File: config.mk
export PLATFORM = sky130hd
export DESIGN_NAME = fold_unit
export DESIGN_NICKNAME = d
export VERILOG_FILES = /design/src/rtl/fold_pkg.sv /design/src/rtl/fold_operand_sel.sv /design/src/rtl/clmul_serial.sv /design/src/rtl/fold_unit.sv
export SDC_FILE = /design/constraint.sdc
export NUM_CORES = 2
export LEC_CHECK = 0
export BUFFER_PORTS_ARGS = -buffer_cell sky130_fd_sc_hd__buf_2
export CORE_MARGIN = 5
export CORE_UTILIZATION = 35
export DETAILED_ROUTE_END_ITERATION = 6
export GPL_TIMING_DRIVEN = 0
export MAX_ROUTING_LAYER = met4
export PLACE_DENSITY = 0.54
export SLEW_MARGIN = 20
export SYNTH_ARGS = -nofsm -noshare
export SYNTH_HDL_FRONTEND = slang
export SYNTH_SLANG_ARGS = --single-unit
File: constraint.sdc
create_clock -name clk_i -period 4.8 [get_ports clk_i]
set_input_delay 0.48 -clock clk_i [delete_from_list [all_inputs] [get_ports clk_i]]
set_output_delay 0.48 -clock clk_i [all_outputs]
set_load 0.01 [all_outputs]
File: src/rtl/fold_pkg.sv
package fold_pkg;
  localparam int unsigned DEF_HALF_W = 64;

  typedef enum logic {
    HALF_LO = 1'b0,
    HALF_HI = 1'b1
  } half_e;
endpackage

File: src/rtl/fold_operand_sel.sv
module fold_operand_sel
  import fold_pkg::*;
#(
  parameter int unsigned HALF_W = DEF_HALF_W
) (
  input  logic                lsb_i,
  input  logic [2*HALF_W-1:0] acc_i,
  input  logic [2*HALF_W-1:0] k_i,
  input  logic [2*HALF_W-1:0] data_i,
  output logic [HALF_W-1:0]   a_first_o,
  output logic [HALF_W-1:0]   k_first_o,
  output logic [HALF_W-1:0]   a_second_o,
  output logic [HALF_W-1:0]   k_second_o,
  output logic [2*HALF_W-1:0] data_o
);
  localparam int unsigned NBYTES = (2 * HALF_W) / 8;

  logic [HALF_W-1:0]   acc_h [2];
  logic [HALF_W-1:0]   k_h   [2];
  logic                hi_idx;
  logic                lo_idx;
  logic [2*HALF_W-1:0] data_rev;

  assign acc_h[0] = acc_i[HALF_W-1:0];
  assign acc_h[1] = acc_i[2*HALF_W-1:HALF_W];
  assign k_h[0]   = k_i[HALF_W-1:0];
  assign k_h[1]   = k_i[2*HALF_W-1:HALF_W];

  // lsb-first order keeps the high polynomial terms in the physical low word
  assign hi_idx = HALF_HI ^ lsb_i;
  assign lo_idx = ~hi_idx;

  assign a_first_o  = acc_h[hi_idx];
  assign k_first_o  = k_h[hi_idx];
  assign a_second_o = acc_h[lo_idx];
  assign k_second_o = k_h[lo_idx];

  for (genvar g = 0; g < NBYTES; g++) begin : g_mirror
    assign data_rev[8*g +: 8] = data_i[8*(NBYTES-1-g) +: 8];
  end

  assign data_o = lsb_i ? data_i : data_rev;
endmodule

File: src/rtl/clmul_serial.sv
module clmul_serial
  import fold_pkg::*;
#(
  parameter int unsigned HALF_W = DEF_HALF_W
) (
  input  logic                clk_i,
  input  logic                rst_ni,
  input  logic                start_i,
  input  logic [HALF_W-1:0]   a_first_i,
  input  logic [HALF_W-1:0]   k_first_i,
  input  logic [HALF_W-1:0]   a_second_i,
  input  logic [HALF_W-1:0]   k_second_i,
  output logic                busy_o,
  output logic                fin_o,
  output logic [2*HALF_W-1:0] sum_o
);
  localparam int unsigned STEPS = 2 * HALF_W;
  localparam int unsigned CNT_W = $clog2(STEPS);
  localparam logic [CNT_W-1:0] CNT_LAST = CNT_W'(STEPS - 1);
  localparam logic [CNT_W-1:0] CNT_HALF = CNT_W'(HALF_W - 1);

  logic                busy_q;
  logic [CNT_W-1:0]    cnt_q;
  logic [2*HALF_W-1:0] a_sh_q;
  logic [HALF_W-1:0]   k_sh_q;
  logic [HALF_W-1:0]   a2_q;
  logic [HALF_W-1:0]   k2_q;
  logic [2*HALF_W-1:0] prod_q;
  logic [2*HALF_W-1:0] term;
  logic [2*HALF_W-1:0] prod_d;
  logic                accept;
  logic                half_end;

  assign accept   = start_i && !busy_q;
  assign half_end = busy_q && (cnt_q == CNT_HALF);
  assign term     = k_sh_q[0] ? a_sh_q : '0;
  assign prod_d   = prod_q ^ term;

  always_ff @(posedge clk_i or negedge rst_ni) begin
    if (!rst_ni) begin
      busy_q <= 1'b0;
      cnt_q  <= '0;
      a_sh_q <= '0;
      k_sh_q <= '0;
      a2_q   <= '0;
      k2_q   <= '0;
      prod_q <= '0;
    end else if (accept) begin
      busy_q <= 1'b1;
      cnt_q  <= '0;
      a_sh_q <= {{HALF_W{1'b0}}, a_first_i};
      k_sh_q <= k_first_i;
      a2_q   <= a_second_i;
      k2_q   <= k_second_i;
      prod_q <= '0;
    end else if (busy_q) begin
      prod_q <= prod_d;
      cnt_q  <= cnt_q + 1'b1;
      if (half_end) begin
        a_sh_q <= {{HALF_W{1'b0}}, a2_q};
        k_sh_q <= k2_q;
      end else begin
        a_sh_q <= a_sh_q << 1;
        k_sh_q <= k_sh_q >> 1;
      end
      if (cnt_q == CNT_LAST) busy_q <= 1'b0;
    end
  end

  assign busy_o = busy_q;
  assign fin_o  = busy_q && (cnt_q == CNT_LAST);
  assign sum_o  = prod_d;

  p_fin_ends_busy_r3: assert property (@(posedge clk_i) disable iff (!rst_ni)
    fin_o |=> !busy_o);
  p_busy_runs_r7: assert property (@(posedge clk_i) disable iff (!rst_ni)
    busy_o && !fin_o |=> busy_o && $stable(a2_q) && $stable(k2_q));
endmodule

File: src/rtl/fold_unit.sv
module fold_unit
  import fold_pkg::*;
#(
  parameter int unsigned HALF_W = DEF_HALF_W
) (
  input  logic                clk_i,
  input  logic                rst_ni,
  input  logic                start_i,
  input  logic                lsb_first_i,
  input  logic [2*HALF_W-1:0] acc_i,
  input  logic [2*HALF_W-1:0] data_i,
  input  logic [2*HALF_W-1:0] k_i,
  output logic                busy_o,
  output logic                done_o,
  output logic [2*HALF_W-1:0] acc_o
);
  localparam int unsigned W = 2 * HALF_W;

  logic [HALF_W-1:0] a_first, k_first, a_second, k_second;
  logic [W-1:0]      data_sel;
  logic [W-1:0]      data_q;
  logic [W-1:0]      acc_q;
  logic [W-1:0]      sum;
  logic              done_q;
  logic              busy;
  logic              fin;
  logic              accept;

  fold_operand_sel #(.HALF_W(HALF_W)) i_sel (
    .lsb_i      (lsb_first_i),
    .acc_i      (acc_i),
    .k_i        (k_i),
    .data_i     (data_i),
    .a_first_o  (a_first),
    .k_first_o  (k_first),
    .a_second_o (a_second),
    .k_second_o (k_second),
    .data_o     (data_sel)
  );

  clmul_serial #(.HALF_W(HALF_W)) i_mul (
    .clk_i      (clk_i),
    .rst_ni     (rst_ni),
    .start_i    (start_i),
    .a_first_i  (a_first),
    .k_first_i  (k_first),
    .a_second_i (a_second),
    .k_second_i (k_second),
    .busy_o     (busy),
    .fin_o      (fin),
    .sum_o      (sum)
  );

  assign accept = start_i && !busy;

  always_ff @(posedge clk_i or negedge rst_ni) begin
    if (!rst_ni) begin
      data_q <= '0;
      acc_q  <= '0;
      done_q <= 1'b0;
    end else begin
      if (accept) data_q <= data_sel;
      if (fin) acc_q <= sum ^ data_q;  // three-way combine
      done_q <= fin;
    end
  end

  assign busy_o = busy;
  assign done_o = done_q;
  assign acc_o  = acc_q;

  p_accept_busy_r2: assert property (@(posedge clk_i) disable iff (!rst_ni)
    accept |=> busy_o);
  p_done_pulse_r3: assert property (@(posedge clk_i) disable iff (!rst_ni)
    done_o |=> !done_o);
  p_done_idle_r3: assert property (@(posedge clk_i) disable iff (!rst_ni)
    done_o |-> !busy_o);
  p_acc_hold_r8: assert property (@(posedge clk_i) disable iff (!rst_ni)
    !$stable(acc_o) |-> done_o);
  p_top_bit_clear_r4: assert property (@(posedge clk_i) disable iff (!rst_ni)
    fin |=> (acc_o[W-1] == data_q[W-1]));
endmodule

==> reports/metrics.sh <==
STATUS='completed'
LAYOUT_COMMONEST_CELL='sky130_fd_sc_hd__dfrtp_1'
DETAIL_ROUTE.WL_PER_CELL_UM=23.63
COUNT_OF_FINAL_SETUP_VIOLATORS=0
NUMBER_OF_PLACED_CELLS_COUNTING_WELL_TAPS=5610
SETUP.WORST_PATH.CLASS='register to register'
POST_DRT_VIA_CELL_RATIO=5.303
DRC_ERRORS=0
SYNTHESIS.AREA_UM2=37130
ROWS=119
DIE_AREA_UM2=112700
RR_ENDPOINT='i_mul.a_sh_q[89]$_DFFE_PN0P_'
FIN_WS_PS=1660
MOST-COMMON-LAYOUT-CELLS='713 x sky130_fd_sc_hd__dfrtp_1, 599 x sky130_fd_sc_hd__buf_2, 578 x sky130_fd_sc_hd__nand2_1'
POST_SYNTH_MAIN_AREA_CONTRIBUTORS='sky130_fd_sc_hd__dfrtp_1 48%, sky130_fd_sc_hd__mux2i_1 14%, sky130_fd_sc_hd__nand2_1 5.8%, sky130_fd_sc_hd__mux2_2 3.9%, sky130_fd_sc_hd__o21ai_0 3.5%'
SETUP_TNS_PS=0
CRITPATHLAUNCHTYPE='register'
GRT.TOTAL_USAGE=0.2424
WORSTPATHMAXFANOUT=10
GLOBALPLACE.CONGESTION=0.8519
DRV.MAX_CAP_VIOLATION_COUNT=0
NUMBER_OF_ANTENNA_VIOLATIONS_AT_THE_FIRST_CHECK_IN_GLOBAL_ROUTING=34
CP-END-KIND='register'
R2R_CELLS=6
DP.FINAL_HPWL_UM=103700
YOSYS.AREA.TOP_TYPE_SHARE=0.4806
CLOCK_INSERTION_DELAY_WORST_SKEW_PS=660
ROUTE.VIAS.TOTAL=30680
AREA_GROWTH_PCT=20.18
FINISH.NET_COUNT=4695
SYN-NUM-NETS=4082
PATH_CLK_SLEW_PS=60
WORST_HOLD_PATH.NUM_CELLS=3
WORST_EP_REQUIRED_TIME_PS=5290
GRT_FIRST_PASS_WIRELENGTH_UM=201600
DIE_Y_UM=335.7
POST-ROUTE-UTIL=0.4238
CTS.HTREE.LEVELS=3
N_FILL_CELL=10470
SLEW-LIMIT-HEADROOM=0.1908
FINAL_CELLS=5785
ANT_NETS=0
PEAKVDDDROP_uV=295.1
DIE_W_UM=335.7
INITIAL_UTILIZATION=0.3527
WORST_HOLD_CHECK_SLACK_PS=133.0
FINAL_LAYOUT_SIZE_SUFFIX_GT1_FRAC=0.2050
SEQ_AREA_FRAC_SYNTH=0.4806
WORST_HOLD_PATH_TYPE='input port to register'
MAXSLEWVIOLCOUNT=0
HOLD_PATH.STARTPOINT='k_i[53]'
PERIOD_NEEDED_PS=3140
FP.COREAREA_UM2=105300
SYNTH_WARNINGS=0
SYNTH_TOP_CELL_BY_AREA='sky130_fd_sc_hd__dfrtp_1'
DRTPASS1ITERATIONS=6
IO_BUFFER_COUNT=515
TRITONCTS='built'
RESIDUAL_OVERFLOW_FROM_GLOBAL_ROUTING=0
FINALCRITPERIODSHARE=0.6542
GRT_START_MAX_NET_PINS=92
ACHIEVABLE-FREQUENCY_MHz=318.4
CTS_INSERTED_BUFFERS=83
RRSETUPSLACK_PS=1660
P_LEAK_nW=21.48
SYNTHESIS_STAGE_REGISTER_BIT_COUNT=713
GRT_PASS1_VIAS=31400
SYNTHESIS.AREA_PER_INSTANCE_UM2=10.05
PLACEMENT.SETUP.WORST_SLACK_PS=1545
CP.ARRIVAL_PS=3630
RSZ0062_AT_GRT='no'
TIMING_WORST_SLEW_PIN_VALUE_PS=1214
MAPPED_CELLS=3693
POWER_DENSITY_nW_PER_UM2=572.4
WIRELENGTH_UM=136700
TIMING.CLOCK.SKEW_PS=26.65
FINALHOLDVIOLCOUNT=0
COUNT_OF_PINS_ON_THE_BLOCK_BOUNDARY=518
CTS.PATH.MAX_BUFFERS=3
VIOLATION_COUNT_AFTER_THE_FIRST_DETAILED_ROUTING_ITERATION=2188
REG2REG_LAUNCH_POINT='i_mul.busy_o$_DFF_PN0_'
CTS_NUM_SINKS=713
CTS_ROOT_BUFFER='sky130_fd_sc_hd__clkbuf_16'
SYNTH_CELL_TYPES=31
HOLD-PATH-ENDPOINT='i_mul.k2_q[53]$_DFFE_PN0P_'
-- state kept, by name (all words and copies together), names as in the netlist --
| signal | cells |
|---|---|
| i_mul.a_sh_q | 128 |
| acc_o | 128 |
| i_mul.k_sh_q | 64 |
| data_q | 128 |
| i_mul.busy_o | 1 |
| done_o | 1 |
| i_mul.prod_q | 128 |
| i_mul.k2_q | 64 |
| i_mul.cnt_q | 7 |
| i_mul.a2_q | 64 |
-- metrics by stage --
stage	instance area, um2	power (mW)
final	44620	25.54
after global routing	44610	27.19
after CTS	44550	25.78
after detailed placement	41780	19.17
after global placement	41440	18.93
after floorplan	37130	16.15
-- cell usage after synthesis --
| cell | count |
|---|---|
| sky130_fd_sc_hd__nand3_1 | 129 |
| sky130_fd_sc_hd__xnor2_1 | 128 |
| sky130_fd_sc_hd__dfrtp_1 | 713 |
| sky130_fd_sc_hd__ha_1 | 1 |
| sky130_fd_sc_hd__nand2b_1 | 3 |
| sky130_fd_sc_hd__nor3_1 | 122 |
| sky130_fd_sc_hd__clkbuf_1 | 215 |
| sky130_fd_sc_hd__nor2b_1 | 1 |
| sky130_fd_sc_hd__buf_1 | 14 |
| sky130_fd_sc_hd__nor2_1 | 131 |
| sky130_fd_sc_hd__a211o_1 | 5 |
| sky130_fd_sc_hd__o31ai_1 | 1 |
| sky130_fd_sc_hd__o32ai_1 | 64 |
| sky130_fd_sc_hd__xor2_1 | 127 |
| sky130_fd_sc_hd__mux2_2 | 128 |
| sky130_fd_sc_hd__inv_1 | 67 |
| sky130_fd_sc_hd__buf_2 | 84 |
| sky130_fd_sc_hd__nand2_1 | 578 |
| sky130_fd_sc_hd__o21ai_0 | 261 |
| sky130_fd_sc_hd__and2_1 | 1 |
| sky130_fd_sc_hd__a211oi_1 | 123 |
| sky130_fd_sc_hd__buf_4 | 10 |
| sky130_fd_sc_hd__o211ai_1 | 11 |
| sky130_fd_sc_hd__or2_1 | 1 |
| sky130_fd_sc_hd__buf_6 | 4 |
| sky130_fd_sc_hd__a21oi_1 | 130 |
| sky130_fd_sc_hd__mux2i_1 | 514 |
| sky130_fd_sc_hd__xnor3_1 | 1 |
| sky130_fd_sc_hd__nand4_1 | 3 |
| sky130_fd_sc_hd__a31o_2 | 2 |
| sky130_fd_sc_hd__a311o_1 | 121 |
-- critical path: stages, from the launching register on --
cell and delay [ps]:
sky130_fd_sc_hd__dfrtp_1 470, sky130_fd_sc_hd__buf_2 260, sky130_fd_sc_hd__clkbuf_1 920, sky130_fd_sc_hd__clkbuf_2 520, sky130_fd_sc_hd__buf_16 210, sky130_fd_sc_hd__clkbuf_1 410
sky130_fd_sc_hd__o32ai_1 180
-- cell type report --
class | instances | area (um2) | share of cell area
Antenna cell | 23 | 57.56 | 0.001290
Buffer | 327 | 1419 | 0.03180
Clock buffer | 122 | 2396 | 0.05370
Clock inverter | 28 | 366.6 | 0.008217
Inverter | 67 | 251.5 | 0.005637
Multi-Input combinational cell | 2586 | 17630 | 0.3952
Sequential cell | 713 | 17840 | 0.3999
Tap cell | 1391 | 1740 | 0.03901
Timing Repair Buffer | 528 | 2912 | 0.06526
-- layer usage --
layer,GRT usage,up-vias,routed length (um)
met5,-,-,0
met4,0.05566,0,2948
met3,0.04138,168,7984
met2,0.3952,829,65820
met1,0.3185,15340,59930
li1,-,14340,-
-- report_power, final --
part	switching, mW	internal (mW)
combinational	4.38	3.89
sequential	2.11	8.64
clock	2.67	3.84
total	9.16	16.4
-- what timing repair did --
action                                 in CTS  in global routing
buffers inserted                            0                  0
hold buffers                                1                  0
gates resized for setup                     0                  0
endpoints found under the hold margin      52                  0
-- cells by family after synthesis --
logic type	share of synthesized area
simple gates	0.1070
compound gates	0.1294
flops	0.4806
mux	0.1774
buf+inv	0.04449
xor+xnor	0.06076
fa+ha+maj	0.0003370
-- how the worst max path moves through the flow --
stage                          startpoint                           end  cells after the start
6_report           i_mul.busy_o$_DFF_PN0_  i_mul.a_sh_q[89]$_DFFE_PN0P_                      6
5_1_grt            i_mul.busy_o$_DFF_PN0_  i_mul.a_sh_q[81]$_DFFE_PN0P_                      6
4_1_cts            i_mul.busy_o$_DFF_PN0_  i_mul.a_sh_q[89]$_DFFE_PN0P_                      6
3_5_place_dp                  lsb_first_i        data_q[55]$_DFFE_PN0P_                      6
3_3_place_gp                       rst_ni        data_q[74]$_DFFE_PN0P_                      1
2_1_floorplan  i_mul.cnt_q[0]$_DFFE_PN0P_  i_mul.k_sh_q[62]$_DFFE_PN0P_                      7
No activity file was read; power rests on OpenSTA's default activity.
